## src/rtl/ushr_pkg.sv

```systemverilog
package ushr_pkg;
  typedef enum logic [1:0] {
    M_HOLD = 2'b00,
    M_SHR  = 2'b01,
    M_SHL  = 2'b10,
    M_LOAD = 2'b11
  } ushr_mode_e;
endpackage

```

## src/rtl/ushr_next.sv

```systemverilog
module ushr_next
  import ushr_pkg::*;
#(
  parameter int W = 8
) (
  input  logic [W-1:0] cur,
  input  logic [W-1:0] load_val,
  input  ushr_mode_e   mode,
  input  logic         ser_r,
  input  logic         ser_l,
  output logic [W-1:0] nxt
);
  // Per-bit neighbour wiring; the end bits take the serial inputs.
  logic [W-1:0] from_low;
  logic [W-1:0] from_high;

  for (genvar i = 0; i < W; i++) begin : g_bit
    if (i == 0) begin : g_first
      assign from_low[i] = ser_r;
    end else begin : g_mid_lo
      assign from_low[i] = cur[i-1];
    end
    if (i == W - 1) begin : g_last
      assign from_high[i] = ser_l;
    end else begin : g_mid_hi
      assign from_high[i] = cur[i+1];
    end
  end

  always_comb begin
    case (mode)
      M_SHR:   nxt = from_low;
      M_SHL:   nxt = from_high;
      M_LOAD:  nxt = load_val;
      default: nxt = cur;
    endcase
  end
endmodule

```

## src/rtl/ushr_drive_ctl.sv

```systemverilog
module ushr_drive_ctl
  import ushr_pkg::*;
(
  input  logic       clk,
  input  logic       rst_n,
  input  logic       dis_a,
  input  logic       dis_b,
  input  ushr_mode_e mode,
  output logic       drive_en
);
  assign drive_en = !dis_a && !dis_b && (mode != M_LOAD);

  // any disable source forces the drivers off
  a_r6_off_when_disabled: assert property (@(posedge clk) disable iff (!rst_n)
    (dis_a || dis_b || mode == M_LOAD) |-> !drive_en);
  // with no disable source the drivers are on
  a_r6_on_when_free: assert property (@(posedge clk) disable iff (!rst_n)
    (!dis_a && !dis_b && mode != M_LOAD) |-> drive_en);
endmodule

```

## src/rtl/ushr_bits.sv

```systemverilog
module ushr_bits #(
  parameter int W = 8
) (
  input  logic         clk,
  input  logic         rst_n,
  input  logic [W-1:0] d,
  output logic [W-1:0] q
);
  always_ff @(posedge clk or negedge rst_n) begin
    if (!rst_n) q <= '0;
    else        q <= d;
  end
endmodule

```

## src/rtl/ushr_bidir.sv

```systemverilog
module ushr_bidir
  import ushr_pkg::*;
#(
  parameter int W = 8
) (
  input  logic         clk,
  input  logic         rst_n,
  input  logic [1:0]   mode,
  input  logic         ser_right_in,
  input  logic         ser_left_in,
  input  logic         dis_a,
  input  logic         dis_b,
  input  logic [W-1:0] pad_in,
  output logic [W-1:0] pad_out,
  output logic         pad_oe,
  output logic         tail_lsb,
  output logic         tail_msb
);
  localparam int MSB = W - 1;

  ushr_mode_e   mode_e;
  logic [W-1:0] cur_q;
  logic [W-1:0] nxt_d;

  assign mode_e = ushr_mode_e'(mode);

  ushr_next #(.W(W)) u_next (
    .cur(cur_q), .load_val(pad_in), .mode(mode_e),
    .ser_r(ser_right_in), .ser_l(ser_left_in), .nxt(nxt_d)
  );

  ushr_bits #(.W(W)) u_bits (
    .clk(clk), .rst_n(rst_n), .d(nxt_d), .q(cur_q)
  );

  ushr_drive_ctl u_drive (
    .clk(clk), .rst_n(rst_n), .dis_a(dis_a), .dis_b(dis_b),
    .mode(mode_e), .drive_en(pad_oe)
  );

  assign pad_out  = cur_q;
  assign tail_lsb = cur_q[0];
  assign tail_msb = cur_q[MSB];

  // hold keeps the word
  a_r2_hold_stable: assert property (@(posedge clk) disable iff (!rst_n)
    mode == 2'b00 |=> $stable(pad_out));
  // right shift moves data up, ser_right_in enters bit 0
  a_r3_shift_right: assert property (@(posedge clk) disable iff (!rst_n)
    mode == 2'b01 |=> pad_out == {$past(pad_out[MSB-1:0]), $past(ser_right_in)});
  // left shift moves data down, ser_left_in enters bit W-1
  a_r4_shift_left: assert property (@(posedge clk) disable iff (!rst_n)
    mode == 2'b10 |=> pad_out == {$past(ser_left_in), $past(pad_out[MSB:1])});
  // load takes pad_in whatever the disables are
  a_r5_load: assert property (@(posedge clk) disable iff (!rst_n)
    mode == 2'b11 |=> pad_out == $past(pad_in));
  // serial outputs track the end bits
  a_r8_tails: assert property (@(posedge clk) disable iff (!rst_n)
    tail_lsb == pad_out[0] && tail_msb == pad_out[MSB]);
  // clocked while reset is low, the word reads zero
  a_r1_reset_zero: assert property (@(posedge clk)
    !rst_n |-> pad_out == '0);
endmodule

```

## config.mk

```make
export PLATFORM = sky130hd
export DESIGN_NAME = ushr_bidir
export DESIGN_NICKNAME = d
export VERILOG_FILES = /design/src/rtl/ushr_pkg.sv /design/src/rtl/ushr_next.sv /design/src/rtl/ushr_drive_ctl.sv /design/src/rtl/ushr_bits.sv /design/src/rtl/ushr_bidir.sv
export SDC_FILE = /design/constraint.sdc
export NUM_CORES = 1
export LEC_CHECK = 0
export ABC_AREA = 1
export CELL_PAD_IN_SITES_DETAIL_PLACEMENT = 1
export CELL_PAD_IN_SITES_GLOBAL_PLACEMENT = 1
export CORE_MARGIN = 2
export CORE_UTILIZATION = 25
export DETAILED_ROUTE_END_ITERATION = 16
export PLACE_DENSITY = 0.75
export SETUP_SLACK_MARGIN = 0.4
export SLEW_MARGIN = 20
export SYNTH_ARGS = -nofsm -noshare
export SYNTH_HDL_FRONTEND = slang
export SYNTH_HIERARCHICAL = 1
export SYNTH_SLANG_ARGS = --single-unit
```

## constraint.sdc

```tcl
create_clock -name clk -period 0.8 [get_ports clk]
set_input_delay 0.16 -clock clk [delete_from_list [all_inputs] [get_ports clk]]
set_output_delay 0.16 -clock clk [all_outputs]
set_load 0.01 [all_outputs]
```

Word level (Yosys, flattened, before mapping)
Cells that the tools add are included.
W data, S select, Z words.
{"block": "word_totals", "ff_bits": 8, "latch_bits": 0, "ramBits": 0, "romBits": 0, "input_bits": 16, "out_inout_bits": 11, "word_cells": 11, "n_memories": 0}
{"block": "classes", "addsub": 0, "n_mul": 0, "div_mod_pow": 0, "n_lt_le_gt_ge": 0, "eq_ne": 4, "shifts": 0, "muxes": 1, "bitwise": 0, "n_reduce_logical": 5}
{"cell": "$pmux W8 S3", "count": 1}
{"cell": "$eq A2 B2 Y1 const B", "count": 2}
{"cell": "$reduce_bool A3 Y1", "count": 1}
{"cell": "$eq A2 B1 Y1 const B", "count": 1}
{"cell": "$logic_and A1 B1 Y1", "count": 2}
{"cell": "$logic_not A1 Y1", "count": 2}
{"cell": "$ne A2 B2 Y1 const B", "count": 1}

Logic depth before layout (Yosys ltp)
{"block": "depth", "word_depth": 3, "depth_mapped": 4, "mapped_depth_nobuf": 3}

Hierarchy
Netlist, hierarchy kept.
{"mod": "ushr_next", "n_inst": 1, "cells_per_inst": 47, "area_each_um2": 264.0, "seq_area_each_um2": 0.0}
{"mod": "ushr_bits", "n_inst": 1, "cells_per_inst": 8, "area_each_um2": 200.2, "seq_area_each_um2": 200.2}
{"mod": "ushr_bidir", "n_inst": 1, "cells_per_inst": 2, "area_each_um2": 15.0, "seq_area_each_um2": 0.0}
{"mod": "ushr_drive_ctl", "n_inst": 1, "cells_per_inst": 4, "area_each_um2": 15.0, "seq_area_each_um2": 0.0}

Worst setup path after synthesis
Ideal clock, no wire load.
{"block": "synth_timing", "path_kind": "register to output", "startpoint": "register u_bits.q[0]", "endpoint": "output port tail_lsb", "arrival_time_ns": 0.566, "required_time_ns": 0.640, "path_slack_ns": 0.074, "path_stages_with_launch": 2, "path_buffers": 1, "path_cell_list": "dfrtp_1 > buf_4"}
{"item": "from (decl)", "line_no": "ushr_bits.sv:7", "text": "output logic [W-1:0] q"}
{"item": "from (signal assigned)", "line_no": "ushr_bits.sv:10", "text": "if (!rst_n) q <= '0;"}
{"item": "from (signal assigned)", "line_no": "ushr_bits.sv:11", "text": "else q <= d;"}
{"item": "to (decl)", "line_no": "ushr_bidir.sv:16", "text": "output logic tail_lsb,"}
No word-level cell between the ends.

Worst setup path in the final report
{"block": "layout_timing", "startpoint": "register u_bits.q[2]", "endpoint": "output port pad_out[2]"}
{"item": "to (decl)", "line_no": "ushr_bidir.sv:14", "text": "output logic [W-1:0] pad_out,"}
No word-level cell between the ends.

==> run_results.csv <==
group,metric,value,unit
status,run_status,"finished with violations",
status,failing_checks,"setup timing",
layout,area.sequential,200.2,um2
timing,post-route-min-period,0.9736,ns
global_routing,global_route.usage.total,0.1560,
logic_synthesis,complex_gate_fraction_of_the_synthesized_area,0,
clock_network,cts.path.max_buffers,2,
floorplanning,core_region_area,1922,um2
logic_synthesis,postSynthCellCount,61,
clock_network,tritoncts,"yes",
route,ant_nets,0,
logic_synthesis,asyncSetResetFlopFracSynth,1.000,
timing,rsz0062_at_grt,"true",
logic_synthesis,synth_most_common_cell,"nand3_1",
logic_synthesis,synth_xor_area_frac,0,
clock_network,root_buffer_selected_by_cts,"clkbuf_4",
route,detail_route.wl_per_cell,14.23,um
logic_synthesis,synth_flop_cell,"dfrtp_1",
logic_synthesis,muxShareOfSynthArea,0,
layout,multi_input_comb_area,285.3,um2
logic_synthesis,synth-simple-area-share,0.4506,
layout,largest_registers,"u_bits/q: 8 flops",
job,drv.max_cap_violation_count,0,
power,worst_ir_drop_vdd,0.0006034,V
logic_synthesis,synth_top_family_by_area,"simple AND/OR/NAND/NOR gates",
logic_synthesis,syn_nets,77,
layout,n_antenna_cell,0,
floorplanning,die_width,48.46,um
floorplanning,io_pins,27,
timing,postLayoutSetupSlackWorst,-0.1736,ns
clock_network,clock-sinks,8,
place,placed_cells,119,
power,power.density,1537,nW/um2
logic_synthesis,synthesis.area_per_instance,8.102,um2
clock_network,clk_latency,0.27,ns
logic_synthesis,yosysSeqAreaShare,0.4051,
place,routabilityCongestion,0.7679,
worst_setup_path,start_to_end_type_of_the_worst_setup_path,"flop to output pin",
worst_setup_path,critical_path_max_stage_delay,0.40,ns
route,drt-total-wl,1.764,mm
layout,layout-drive-gt1-share,0.4948,
route,drt_via_density,4.839,
timing,max_slew.worst_pin.slew,0.2176,ns
worst_setup_path,worst-endpoint-arrival,0.81,ns
timing,maxClockFrequency,1027,MHz
timing,number_of_failing_setup_endpoints_in_the_final_timing_report,15,
logic_synthesis,number_of_distinct_library_cells_after_synthesis,10,
timing,worst_slew_margin_rel,0.8546,
worst_setup_path,critPathTopFamily,"flip-flops",
floorplanning,floorplan.die_area,2348,um2
logic_synthesis,post_synth_most_frequent_cells,"nand3_1, nand2_1, dfrtp_1, nand4_1, buf_6",
worst_setup_path,critical_path.slowest_cell,"dfrtp_1",
layout,max_flop_register,"u_bits/q",
power,leakage,0.4053,nW
route,drtIter0Drc,8,
clock_network,clkSlewWorstSetupHoldPaths,0.06,ns
floorplanning,initial_utilization,0.2572,
logic_synthesis,synth_warnings,6,
route,detailroute.via_count,600,
logic_synthesis,synthAdderAreaFrac,0,
clock_network,cts.htree.levels,1,
layout,largest_register_ff_count,8,
global_routing,pin_count_of_the_biggest_net_entering_global_routing,19,
worst_hold_path,hp-class,"primary input to asynchronous set/reset pin",
global_routing,first_pass_grt_wire_length,2.822,mm
timing,hold_ws,0.2071,ns
place,io_buffers,26,
place,hpwl,1.280,mm
worst_setup_path,setup.worst_path.start_class,"flop",
worst_setup_path,crit_chain,"buf_2",
layout,post_layout_nonfiller_instances,124,
timing,final_min_period_over_clock_period,1.217,
layout,fillCellCount,247,
global_routing,global_route.overflow_total,0,
route,drt-pass1-iter-count,4,
worst_setup_path,critPathMaxFanout,2,
layout,num-nets-final,115,
timing,timing.clock.skew,0.008877,ns
global_routing,first_global_vias,632,
clock_network,hold_buffers,0,
global_routing,number_of_antenna_violations_at_the_first_check_in_global_routing,0,
floorplanning,floorplan.rows,16,
layout,final_util,0.4727,
worst_setup_path,crit_path_end_kind,"output pin",
timing,timing.final.max_slew_violations,0,
floorplanning,fp.dieH,48.46,um
worst_setup_path,worst-path-buf-inv,1,
logic_synthesis,yosys.area.top_type,"dfrtp_1",
logic_synthesis,register_bit_count_reported_by_yosys,8,
route,detail_route.drc_violations,0,
worst_setup_path,critPathRequiredTime,0.64,ns
logic_synthesis,synth_top_cells_by_area,"dfrtp_1, nand3_1, nand4_1",
place,pre_cts_slack,-0.7136,ns
layout,flow.area_growth_from_synthesis,83.80,%
logic_synthesis,mapped_area,494.2,um2
clock_network,cts-buffers-inserted,3,
timing,timing_hold_violations_final,0,
logic_synthesis,synth_enable_flop_cells,0,
logic_synthesis,netlist.area_leader.share,0.4051,
-- stage by stage --
stage	instance area (um2)	power (mW)	setup TNS, ns
2_1_floorplan	509.2	0.7108	0
3_3_place_gp	830.8	1.021	-6.931
3_5_place_dp	830.8	1.044	-7.492
4_1_cts	859.6	1.358	-1.977
5_1_grt	908.4	1.486	-2.620
6_report	908.4	1.397	-1.990
-- final timing paths --
path                                        from                     to  slack, ns  depth (start not counted)
setup / recovery           u_bits/q[2]$_DFF_PN0_             pad_out[2]      -0.17                          1
setup reg to reg           u_bits/q[7]$_DFF_PN0_  u_bits/q[6]$_DFF_PN0_      -0.13                          4
hold reg to reg            u_bits/q[3]$_DFF_PN0_  u_bits/q[3]$_DFF_PN0_       0.62                          3
hold / removal                             rst_n  u_bits/q[1]$_DFF_PN0_       0.21                          2
min in group clk                         mode[1]  u_bits/q[4]$_DFF_PN0_       0.36                          4
max in group asynchronous                  rst_n  u_bits/q[5]$_DFF_PN0_       0.48                          2
-- layout make-up --
class | count | share of cell area
multi-input combinational | 44 | 0.3141
sequential | 8 | 0.2204
tap | 27 | 0.03719
timing repair buffer | 39 | 0.3912
clock buffer | 3 | 0.02479
inverter | 3 | 0.01240
-- where the power goes --
| group | internal [mW] | switching, mW | leakage [nW] |
|---|---|---|---|
| registers | 0.461 | 0.0416 | 0.100 |
| logic | 0.304 | 0.255 | 0.291 |
| clock network | 0.173 | 0.161 | 0.0138 |
-- what timing repair did --
| action | 4_1_cts | 5_1_grt |
|---|---|---|
| endpoints found under the hold margin | 0 | 0 |
| endpoints found under the setup margin | 19 | 19 |
| resized for setup | 65 | 19 |
| pin swaps | 2 | 4 |
| buffers inserted | 1 | 1 |
-- per-layer routing --
layer | GRT usage | vias to the layer above | routed length (um)
met3 | 0.009259 | 4 | 42
met1 | 0.1898 | 285 | 727
met2 | 0.2755 | 19 | 958
met5 | 0 | - | 0
met4 | 0.08571 | 0 | 36
li1 | - | 292 | -
-- placed cells by master, fill, tap and decap left out, drive strengths merged --
master,Yosys,final
nand2,10,10
buf,6,26
clkbuf,0,5
clkdlybuf4s50,0,11
dfrtp,8,8
nand3,24,24
nand4,8,8
nor2,2,2
inv,3,3
-- cells by family (layout without fill, tap and decap cells) --
logic type | after synthesis | in the layout
AND/OR/NAND/NOR | 44 | 44
buffers and inverters | 9 | 45
flip-flops | 8 | 8
(Power assumes the default switching activity.)
